==> config.mk <==
export PLATFORM = sky130hd
export DESIGN_NAME = lane_dist_tx
export DESIGN_NICKNAME = d
export VERILOG_FILES = /design/src/rtl/lane_dist_pkg.sv /design/src/rtl/lane_dist_scr.sv /design/src/rtl/lane_dist_ctrl.sv /design/src/rtl/lane_dist_dp.sv /design/src/rtl/lane_dist_tx.sv
export SDC_FILE = /design/constraint.sdc
export NUM_CORES = 1
export LEC_CHECK = 0
export BUFFER_PORTS_ARGS = -buffer_cell sky130_fd_sc_hd__buf_4
export CAP_MARGIN = 40
export CORE_UTILIZATION = 45
export CTS_CLUSTER_DIAMETER = 120
export DETAILED_ROUTE_END_ITERATION = 10
export PLACE_DENSITY_LB_ADDON = 0.12
export RECOVER_POWER = 25
export SLEW_MARGIN = 20
export SYNTH_ARGS = -nofsm -noshare
export SYNTH_HDL_FRONTEND = slang
export SYNTH_SLANG_ARGS = --single-unit
==> constraint.sdc <==
create_clock -name clk -period 3.5 [get_ports clk]
set_input_delay 0.175 -clock clk [delete_from_list [all_inputs] [get_ports clk]]
set_output_delay 0.175 -clock clk [all_outputs]
set_load 0.05 [all_outputs]
==> src/rtl/lane_dist_pkg.sv <==
package lane_dist_pkg;

  localparam int BLK_W = 66;
  localparam int PAY_W = 64;
  localparam int HDR_W = 2;
  localparam int SCR_W = 58;
  localparam int TAP_NEAR = 39;
  localparam logic [HDR_W-1:0] CTRL_HDR = 2'b10;

  // Strobes from the control to the datapath, one cycle each
  typedef struct packed {
    logic accept;      // a block is taken this cycle
    logic groupDone;   // the taken block completes a lane group
    logic insertMark;  // emit the marker group next cycle
  } ctrlStrobes_t;

  // Marker word for one lane: control header, lane id and its inverse repeated
  function automatic logic [BLK_W-1:0] markerWord(input int unsigned lane);
    logic [7:0] id;
    id = lane[7:0];
    return {CTRL_HDR, {4{~id, id}}};
  endfunction

endpackage

==> src/rtl/lane_dist_scr.sv <==
module lane_dist_scr
  import lane_dist_pkg::*;
#(
  parameter logic [SCR_W-1:0] SEED = '1
) (
  input  logic             clk,
  input  logic             rstN,
  input  logic             enable,
  input  logic [PAY_W-1:0] dIn,
  output logic [PAY_W-1:0] dOut
);

  // history: bit SCR_W-1 is the newest scrambled bit, bit 0 the oldest
  logic [SCR_W-1:0] history;
  logic [SCR_W-1:0] historyNext;

  always_comb begin : scrMix
    logic [SCR_W-1:0] h;
    logic b;
    h = history;
    dOut = '0;
    for (int i = 0; i < PAY_W; i++) begin
      b = dIn[i] ^ h[SCR_W-TAP_NEAR] ^ h[0];
      dOut[i] = b;
      h = {b, h[SCR_W-1:1]};
    end
    historyNext = h;
  end

  always_ff @(posedge clk or negedge rstN) begin
    if (!rstN) history <= SEED;
    else if (enable) history <= historyNext;
  end


  hold_state_chk: assert property (@(posedge clk) disable iff (!rstN)
    !enable |=> $stable(history));

endmodule

==> src/rtl/lane_dist_ctrl.sv <==
module lane_dist_ctrl
  import lane_dist_pkg::*;
#(
  parameter int NUM_LANES   = 4,
  parameter int MARK_PERIOD = 16384,
  parameter int SLOT_W      = $clog2(NUM_LANES)
) (
  input  logic              clk,
  input  logic              rstN,
  input  logic              inValid,
  output logic              inReady,
  output ctrlStrobes_t      strb,
  output logic [SLOT_W-1:0] slot
);

  localparam int CNT_W = (MARK_PERIOD > 2) ? $clog2(MARK_PERIOD) : 1;
  localparam logic [SLOT_W-1:0] LAST_SLOT = SLOT_W'(NUM_LANES - 1);
  localparam logic [CNT_W-1:0]  LAST_GRP  = CNT_W'(MARK_PERIOD - 2);

  logic             markNeeded;
  logic [CNT_W-1:0] groupCnt;

  assign inReady         = !markNeeded;
  assign strb.accept     = inValid && !markNeeded;
  assign strb.groupDone  = strb.accept && (slot == LAST_SLOT);
  assign strb.insertMark = markNeeded;

  always_ff @(posedge clk or negedge rstN) begin
    if (!rstN) begin
      markNeeded <= 1'b1;
      groupCnt   <= '0;
      slot       <= '0;
    end else if (markNeeded) begin
      markNeeded <= 1'b0;
      groupCnt   <= '0;
    end else if (strb.accept) begin
      slot <= strb.groupDone ? '0 : slot + 1'b1;
      if (strb.groupDone) begin
        if (groupCnt == LAST_GRP) markNeeded <= 1'b1;
        else groupCnt <= groupCnt + 1'b1;
      end
    end
  end


  period_bound_chk: assert property (@(posedge clk) disable iff (!rstN)
    groupCnt <= LAST_GRP);


  single_mark_cycle_chk: assert property (@(posedge clk) disable iff (!rstN)
    markNeeded |=> !markNeeded);


  mark_at_group_edge_chk: assert property (@(posedge clk) disable iff (!rstN)
    markNeeded |-> slot == '0);

endmodule

==> src/rtl/lane_dist_dp.sv <==
module lane_dist_dp
  import lane_dist_pkg::*;
#(
  parameter int               NUM_LANES = 4,
  parameter int               SLOT_W    = $clog2(NUM_LANES),
  parameter logic [SCR_W-1:0] SCR_SEED  = '1
) (
  input  logic                       clk,
  input  logic                       rstN,
  input  logic [HDR_W-1:0]           inHeader,
  input  logic [PAY_W-1:0]           inPayload,
  input  ctrlStrobes_t               strb,
  input  logic [SLOT_W-1:0]          slot,
  output logic                       outValid,
  output logic [NUM_LANES*BLK_W-1:0] outLanes
);

  localparam int OUT_W = NUM_LANES * BLK_W;

  logic [PAY_W-1:0] scrPayload;
  logic [BLK_W-1:0] blkWord;
  logic [BLK_W-1:0] laneBuf [NUM_LANES-1];
  logic [OUT_W-1:0] gatherVec;
  logic [OUT_W-1:0] markVec;

  lane_dist_scr #(.SEED(SCR_SEED)) u_scr (
    .clk   (clk),
    .rstN  (rstN),
    .enable(strb.accept),
    .dIn   (inPayload),
    .dOut  (scrPayload)
  );

  assign blkWord = {inHeader, scrPayload};

  for (genvar g = 0; g < NUM_LANES; g++) begin : g_lane
    assign markVec[g*BLK_W +: BLK_W] = markerWord(g);
    if (g < NUM_LANES - 1) begin : g_buf
      always_ff @(posedge clk or negedge rstN) begin
        if (!rstN) laneBuf[g] <= '0;
        else if (strb.accept && slot == SLOT_W'(g)) laneBuf[g] <= blkWord;
      end
      assign gatherVec[g*BLK_W +: BLK_W] = laneBuf[g];
    end else begin : g_last
      assign gatherVec[g*BLK_W +: BLK_W] = blkWord;
    end
  end

  always_ff @(posedge clk or negedge rstN) begin
    if (!rstN) begin
      outValid <= 1'b0;
      outLanes <= '0;
    end else if (strb.groupDone) begin
      outValid <= 1'b1;
      outLanes <= gatherVec;
    end else if (strb.insertMark) begin
      outValid <= 1'b1;
      outLanes <= markVec;
    end else begin
      outValid <= 1'b0;
    end
  end


  out_cause_chk: assert property (@(posedge clk) disable iff (!rstN)
    outValid |-> $past(strb.groupDone || strb.insertMark));


  marker_hdr_chk: assert property (@(posedge clk) disable iff (!rstN)
    strb.insertMark |=> outValid && outLanes[OUT_W-1 -: HDR_W] == CTRL_HDR);


  no_partial_out_chk: assert property (@(posedge clk) disable iff (!rstN)
    !strb.groupDone && !strb.insertMark |=> !outValid);

endmodule

==> src/rtl/lane_dist_tx.sv <==
module lane_dist_tx
  import lane_dist_pkg::*;
#(
  parameter int          NUM_LANES   = 4,
  parameter int          MARK_PERIOD = 16384,
  parameter logic [57:0] SCR_SEED    = '1
) (
  input  logic                     clk,
  input  logic                     rstN,
  input  logic                     inValid,
  output logic                     inReady,
  input  logic [1:0]               inHeader,
  input  logic [63:0]              inPayload,
  output logic                     outValid,
  output logic [NUM_LANES*66-1:0]  outLanes
);

  localparam int SLOT_W = $clog2(NUM_LANES);

  ctrlStrobes_t      strb;
  logic [SLOT_W-1:0] slot;

  lane_dist_ctrl #(
    .NUM_LANES  (NUM_LANES),
    .MARK_PERIOD(MARK_PERIOD),
    .SLOT_W     (SLOT_W)
  ) u_ctrl (
    .clk    (clk),
    .rstN   (rstN),
    .inValid(inValid),
    .inReady(inReady),
    .strb   (strb),
    .slot   (slot)
  );

  lane_dist_dp #(
    .NUM_LANES(NUM_LANES),
    .SLOT_W   (SLOT_W),
    .SCR_SEED (SCR_SEED)
  ) u_dp (
    .clk      (clk),
    .rstN     (rstN),
    .inHeader (inHeader),
    .inPayload(inPayload),
    .strb     (strb),
    .slot     (slot),
    .outValid (outValid),
    .outLanes (outLanes)
  );


  ready_vs_output_chk: assert property (@(posedge clk) disable iff (!rstN)
    !inReady |=> outValid && inReady);

endmodule

# [Word-level counts from Yosys, hierarchy flattened]
# Index checks and enable logic that the tools add are counted.
[totals] register_bits=538 input_bits=69 out_inout_bits=266
[op_classes] n_addsub=2 n_eq_ne=5 mux=13 n_bitwise=129 reduce_logical=11
[op_table] operator="two-way mux 264 bit" count=2
[op_table] operator="XOR 1 bit" count=128
[op_table] operator="two-way mux 14 bit" count=4
[op_table] operator="adder 14 x 1 -> 14 bit, second input constant" count=1
[op_table] operator="== test 14 bit, second input constant" count=1
[op_table] operator="two-way mux 1 bit" count=6
[op_table] operator="logical AND 1 bit" count=5
[op_table] operator="== test 2 bit, second input constant" count=2
[op_table] operator="nonzero test 2 bit" count=2
[op_table] operator="AND reduction 3 bit" count=1
[op_table] operator="adder 2 x 1 -> 2 bit, second input constant" count=1
[op_table] operator="== test 2 x 1 -> 1 bit, second input constant" count=1
[op_table] operator="zero test 2 bit" count=1
[op_table] operator="two-way mux 2 bit" count=1
[op_table] operator="inequality test 2 x 1 -> 1 bit, second input constant" count=1
[op_table] operator="AND reduction 2 bit" count=1
[op_table] operator="zero test 1 bit" count=1
[op_table] operator="inverter 1 bit" count=1

# [Depth between registers and ports, before layout]
# Gate-level depths: netlist of the first run.
[depth] depth_word=6 ltp_mapped=7 mapped_depth_nobuf=6

# [Modules after synthesis]
# From an unflattened synthesis of the first run, not the netlist that was laid out.
[unflattened] hier_cells=1614 hier_area_um2=21753.4
[by_module_without_submodules] module="lane_dist_dp" instances=1 cells_per_inst=1288 area_each_um2=17185.2
[by_module_without_submodules] module="lane_dist_scr" instances=1 cells_per_inst=232 area_each_um2=3598.5
[by_module_without_submodules] module="lane_dist_ctrl" instances=1 cells_per_inst=94 area_each_um2=969.7

# [Worst setup path after synthesis of the first run]
# OpenSTA, ideal clock, no wires.
[synth_timing] path_kind="register to register" start="register u_ctrl.groupCnt[0]" end="register u_ctrl.groupCnt[10]" arrival_time_ps=1692 setup_slack_ps=1680 stages_incl_launch_ff=8 synth_period_minus_slack_ps=1820 path_cell_list="dfrtp_1 -> inv_1 -> ha_1 -> and3_1 -> and3_1 -> buf_6 -> a2111oi_2 -> mux2_1"
[synth_between] elab_chain_cells=5 elab_cells_between_ends=8 cone_classes="add/sub (1); eq/ne (2); mux (4); reduce/logical (1)"
[synth_lines] element="start: declaration" line_no="lane_dist_ctrl.sv:21" rtl="logic [CNT_W-1:0] groupCnt;"
[synth_lines] element="start signal: assignment" line_no="lane_dist_ctrl.sv:40" rtl="else groupCnt <= groupCnt + 1'b1;"
[synth_lines] element="adder 14 x 1 -> 14 bit" line_no="lane_dist_ctrl.sv:40"
[synth_lines] element="two-way mux 14 bit" line_no="lane_dist_ctrl.sv:39" rtl="if (groupCnt == LAST_GRP) markNeeded <= 1'b1;"
[synth_lines] element="two-way mux 14 bit" line_no="lane_dist_ctrl.sv:38" rtl="if (strb.groupDone) begin"
[synth_lines] element="two-way mux 14 bit" line_no="lane_dist_ctrl.sv:36" rtl="end else if (strb.accept) begin"
[synth_lines] element="two-way mux 14 bit" line_no="lane_dist_ctrl.sv:33" rtl="end else if (markNeeded) begin"
# Parallel ways exist; a longest one is shown, timed or not. The select of a mux whose other input is x is not followed.
# A chain may end at the register's enable or synchronous reset.

==> flow_metrics.env, run 1 <==
export IMPL_status="finished, violations left"
export IMPL_violations="max-capacitance violations, max-slew violations"
export IMPL_hold_path_class="in -> reg"
export IMPL_rsz0062_at_grt="no"
export IMPL_mostFrequentLayoutCells="nand2_1 (669), dfrtp_1 (479), o21ai_0 (423)"
export IMPL_synth_area_leaders="dfrtp_1 (56%), nand2_1 (12%), o21ai_0 (10%)"
export IMPL_synth_area_mux_share_pct=0.771
export IMPL_worstMarginPinSlew_ns=2.58
export IMPL_die_h_um=219
export IMPL_dpl_cell_area_um2=24500
export IMPL_area_growth_syn_to_layout_pct=23.9
export IMPL_synth_xor_area_share_pct=5.39
export IMPL_cts_buffer_depth=3
export IMPL_synth_compound_area_share_pct=11.0
export IMPL_slew_headroom_pct=-72.1
export IMPL_port_buffers=334
export IMPL_grtUsageTotal_pct=26.6
export IMPL_hold_viol=0
export IMPL_vias=16110
export IMPL_place_ws_ns=1.06
export IMPL_clk_latency_ns=0.62
export IMPL_root_buffer="clkbuf_16"
export IMPL_synthArstFlopShare_pct=100
export IMPL_irDropWorstVdd_mv=0.684
export IMPL_stdcell_area_um2=26400
export IMPL_initial_core_util_pct=45.7
export IMPL_grt_pass1_vias=16066
export IMPL_fmax_mhz=380
export IMPL_ys_seq_area_share_pct=63.6
export IMPL_cts_buffers=55
export IMPL_rows=79
export IMPL_instances_no_fill=3082
export IMPL_core_um2=46600
export IMPL_fin_ws_ns=0.866
export IMPL_die_area_um2=48100
export IMPL_worstPathRequired_ns=4.20
export IMPL_first_iter_violations=1267
export IMPL_synth_warnings=0
export IMPL_crit_type="in -> async"
export IMPL_final_common_cell="nand2_1"
export IMPL_cap_viol_max_count=1
export IMPL_ctsHtreeMaxLevel=2
export IMPL_wirelength_mm=63.1
export IMPL_p_leak_nw=13.0
export IMPL_path_max_fanout=89
export IMPL_fin_worst_hold_slack_ns=0.0258
export IMPL_cts_sinks=538
export IMPL_crit_path_top_delay_cell="clkbuf_2"
export IMPL_setup_viol=0
export IMPL_synth_top_family_by_area="simple AND/OR/NAND/NOR gates"
export IMPL_ys_types=40
export IMPL_tns_ns=0
export IMPL_synth_top_area_share_pct=56.4
export IMPL_dp_hpwl_mm=42.2
export IMPL_worst_setup_path_start_kind="primary input"
export IMPL_synthSimpleGateAreaFrac_pct=15.9
export IMPL_synthAdderAreaFrac_pct=0.353
export IMPL_worstPathArrival_ns=3.34
export IMPL_synth_area_per_cell_um2=10.0
export IMPL_period_share_pct=75.2
export IMPL_drc=0
export IMPL_total_power_mw=31.6
export IMPL_ys_seq_elements=538
export IMPL_path_cells="dlygate4sd3_1 > clkbuf_2 > buf_4"
export IMPL_synth_nets=2201
export IMPL_syn_area_um2=21300
export IMPL_nFillCells=4121
export IMPL_firstDrtPassIters=7
export IMPL_cts_tree="done"
export IMPL_dp_cells=2968
export IMPL_yosys_area_top_type="dfrtp_1"
export IMPL_clk_pin_slew_ns=0.06
export IMPL_cts_resized=0
export IMPL_cellPowerDensity_nw_per_um2=1200
export IMPL_cts_setup_buffers=0
export IMPL_via_per_inst=5.23
export IMPL_nets=2501
export IMPL_yosys_most_used_dff="dfrtp_1"
export IMPL_overflow=0
export IMPL_wl_per_cell_um=20.5
export IMPL_grt_max_degree=194
export IMPL_synth_cells=2126
export IMPL_min_period_ns=2.63
export IMPL_drive_gt1_share_pct=22.0
export IMPL_post_route_util_pct=56.6
export IMPL_crit_path_end_kind="asynchronous set/reset pin"
export IMPL_synth_edf_count=0
export IMPL_die_w_um=219
export IMPL_slew_viol_final=85
export IMPL_io_pins=335
export IMPL_gp_congestion=0.836
export IMPL_antenna_found_initial=14
export IMPL_fin_skew_ns=0.0159
export IMPL_crit_path_max_incr_delay_ns=1.78
export IMPL_grt_pass1_wl_mm=96.9
export IMPL_postRouteAntennaNets=0
==> final timing paths <==
check | start | end | slack [ns] | depth (start not counted)
worst min-delay path | inPayload[63] | u_dp.gatherVec[63] | 0.03 | 3
worst max-delay path | rstN | u_dp.u_scr.history[11] | 0.87 | 3
max in group clk | u_ctrl.markNeeded | inReady | 1.00 | 2
worst min register to register | u_dp.gatherVec[65] | u_dp.outLanes[65] | 0.46 | 2
min in group asynchronous | rstN | u_dp.outLanes[144] | 0.88 | 2
worst max register to register | u_ctrl.markNeeded | u_dp.gatherVec[156] | 1.06 | 4
==> state kept, by name, indices dropped and copies added, names as in the netlist <==
register            count
u_dp.outLanes         264
u_dp.gatherVec        198
u_dp.u_scr.history     58
u_ctrl.groupCnt        14
u_ctrl.slot             2
u_ctrl.markNeeded       1
u_dp.outValid           1
==> critical path, delay by kind of cell <==
family | cells | cell delay [ns]
buf+inv | 3 | 3.05
==> cell usage after synthesis, drive strengths merged, types with 4 or more instances <==
| cell type | count |
|---|---|
| o21ai | 433 |
| xor2 | 40 |
| and3 | 5 |
| inv | 7 |
| a21oi | 13 |
| nand3 | 124 |
| nor2 | 17 |
| mux2 | 11 |
| nand4 | 5 |
| dfstp | 59 |
| mux2i | 4 |
| clkbuf | 97 |
| xnor3 | 5 |
| ha | 6 |
| dfrtp | 479 |
| buf | 47 |
| xnor2 | 78 |
| nand2 | 673 |
==> timing repair <==
action,CTS,global route
endpoints found under the setup margin,0,0
hold buffers,5,0
hold endpoints to repair,80,0
==> area by class of cell <==
class	instances	area (um^2)	area share, %
flip-flops and latches	538	13500	51.4
well taps	607	759	2.88
multi-input cells	1437	7140	27.1
clock inverters	13	121	0.461
inverters	7	28.8	0.109
clock buffers	85	1650	6.26
repair buffers	387	3090	11.7
diodes	8	20.0	0.0760
==> metal layers <==
layer / GRT usage, % / wire length (um) / up-vias
met5: 0 / 109 / -
li1: - / - / 7589
met3: 6.93 / 4510 / 103
met2: 40.5 / 28800 / 486
met4: 8.56 / 1730 / 16
met1: 37.1 / 28000 / 7916
==> power breakdown <==
group	internal (mW)	total, mW	switching, mW	leakage, nW
Sequential	9.25	11.2	1.93	6.67
Combinational	4.31	14.7	10.4	5.48
Clock	3.31	5.78	2.47	0.877
==> cell families after synthesis <==
group | count (synthesis)
xor+xnor | 123
compound gates | 459
fa+ha+maj | 6
flops | 538
mux | 15
simple gates | 834
buf+inv | 151
No activity file was read; power rests on OpenSTA's default activity.
==> run 2: changes to the inputs <==
Clock period 3.5 ns to 2.75 ns, I/O delays scaled along.
==> flow_metrics.env, run 2 (synthesized netlist as in run 1, its figures left out) <==
export IMPL_antenna_found_initial=9
export IMPL_crit_path_end_kind="register"
export IMPL_violations="max-capacitance violations, max-slew violations"
export IMPL_holdCritStartpoint="inPayload[62]"
export IMPL_nFillCells=4140
export IMPL_fin_worst_hold_slack_ns=0.0680
export IMPL_grt_pass1_wl_mm=98.3
export IMPL_nets=2496
export IMPL_fmax_mhz=419
export IMPL_final_common_cell="nand2_1"
export IMPL_io_pins=335
export IMPL_period_share_pct=86.8
export IMPL_slew_viol_final=49
export IMPL_status="finished, violations left"
export IMPL_die_h_um=219
export IMPL_first_iter_violations=1340
export IMPL_ctsHtreeMaxLevel=2
export IMPL_fin_skew_ns=0.0124
export IMPL_grtUsageTotal_pct=27.3
export IMPL_dp_hpwl_mm=42.6
export IMPL_drive_gt1_share_pct=21.9
export IMPL_clk_latency_ns=0.60
export IMPL_worstPathRequired_ns=3.28
export IMPL_vias=16221
export IMPL_r2r_cells=5
export IMPL_rr_startpoint="u_ctrl.slot[0]"
export IMPL_cts_resized=0
export IMPL_largest_register="u_dp.outLanes"
export IMPL_root_buffer="clkbuf_16"
export IMPL_worst_r2r_setup_slack_ns=0.36
export IMPL_cts_buffer_depth=3
export IMPL_initial_core_util_pct=45.7
export IMPL_gp_congestion=0.850
export IMPL_rsz0062_at_grt="no"
export IMPL_firstDrtPassIters=5
export IMPL_holdPathStages=4
export IMPL_largest_reg_flops=264
export IMPL_stdcell_area_um2=26400
export IMPL_slew_headroom_pct=-17.3
export IMPL_worstMarginPinSlew_ns=1.76
export IMPL_tns_ns=0
export IMPL_port_buffers=334
export IMPL_cellPowerDensity_nw_per_um2=1530
export IMPL_clk_pin_slew_ns=0.06
export IMPL_path_max_fanout=208
export IMPL_dpl_cell_area_um2=24500
export IMPL_setup_viol=0
export IMPL_irDropWorstVdd_mv=0.894
export IMPL_timing_rr_end="u_dp.outLanes[21]"
export IMPL_cts_sinks=538
export IMPL_grt_pass1_vias=15653
export IMPL_hold_viol=0
export IMPL_area_growth_syn_to_layout_pct=24.0
export IMPL_cap_viol_max_count=1
export IMPL_crit_type="reg -> reg"
export IMPL_hold_path_class="in -> reg"
export IMPL_ctsHoldBuffers=4
export IMPL_p_leak_nw=13.0
export IMPL_worst_setup_path_start_kind="register"
export IMPL_hold_end="u_dp.gatherVec[62]"
export IMPL_worstPathArrival_ns=2.92
export IMPL_die_w_um=219
export IMPL_die_area_um2=48100
export IMPL_mostFrequentLayoutCells="nand2_1 (669), dfrtp_1 (479), o21ai_0 (423)"
export IMPL_wl_per_cell_um=21.0
export IMPL_cts_tree="done"
export IMPL_core_um2=46600
export IMPL_grt_max_degree=209
export IMPL_rows=79
export IMPL_cts_buffers=54
export IMPL_drc=0
export IMPL_wirelength_mm=64.7
export IMPL_min_period_ns=2.39
export IMPL_via_per_inst=5.28
export IMPL_overflow=0
export IMPL_cts_setup_buffers=0
export IMPL_postRouteAntennaNets=0
-- run 2: area by class of cell --
| type | instances | area (um^2) | share of cell area [%] |
|---|---|---|---|
| clock inverter | 16 | 160 | 0.607 |
| clock buffer | 83 | 1630 | 6.20 |
| antenna | 3 | 7.51 | 0.0285 |
| tap | 607 | 759 | 2.88 |
| inverter | 7 | 28.8 | 0.109 |
| timing repair buffer | 383 | 3100 | 11.8 |
| multi-input combinational | 1437 | 7140 | 27.1 |
| sequential | 538 | 13500 | 51.3 |
-- run 2: worst max-delay path by stage --
stage | end | depth (start not counted) | slack, ns | startpoint
2_1_floorplan | u_ctrl.groupCnt[10] | 7 | 0.93 | u_ctrl.groupCnt[0]
3_3_place_gp | u_dp.u_scr.history[49] | 4 | 0.31 | u_dp.u_scr.history[16]
3_5_place_dp | u_dp.gatherVec[127] | 4 | 0.48 | u_dp.u_scr.history[22]
4_1_cts | inReady | 3 | 0.45 | u_ctrl.markNeeded
5_1_grt | u_dp.gatherVec[78] | 3 | 0.22 | rstN
6_report | u_dp.outLanes[21] | 5 | 0.36 | u_ctrl.slot[0]
-- run 2: layer usage --
metal  up-vias  global-route usage [%]  part of all wire (%)
met4        14                    8.52                   3.0
met1      8041                    39.2                    45
met2       472                    41.0                    45
met3       108                    6.33                   6.3
met5         -                       0                  0.15
li1       7586                       -                     -
-- run 2: worst max-delay path: stages (launching register included) --
cell     delay (ns)
dfrtp_1        0.41
ha_1           0.26
and3b_4        0.27
buf_12         0.44
nand2_1        0.29
nand2_1        0.12
-- run 2: metrics by stage --
stage	total power, mW	setup WS, ns	utilization (%)	instances
6_report	40.3	0.363	56.6	3074
5_1_grt	42.6	0.218	56.6	3073
4_1_cts	40.5	0.448	56.6	3070
3_5_place_dp	33.0	0.485	52.7	2967
3_3_place_gp	32.5	0.315	52.6	2962
2_1_floorplan	25.3	0.930	-	2126
-- run 2: power breakdown --
group | total, mW | internal, mW | switching, mW
sequential | 14.2 | 11.8 | 2.44
clock | 7.45 | 4.36 | 3.09
combinational | 18.6 | 5.46 | 13.1
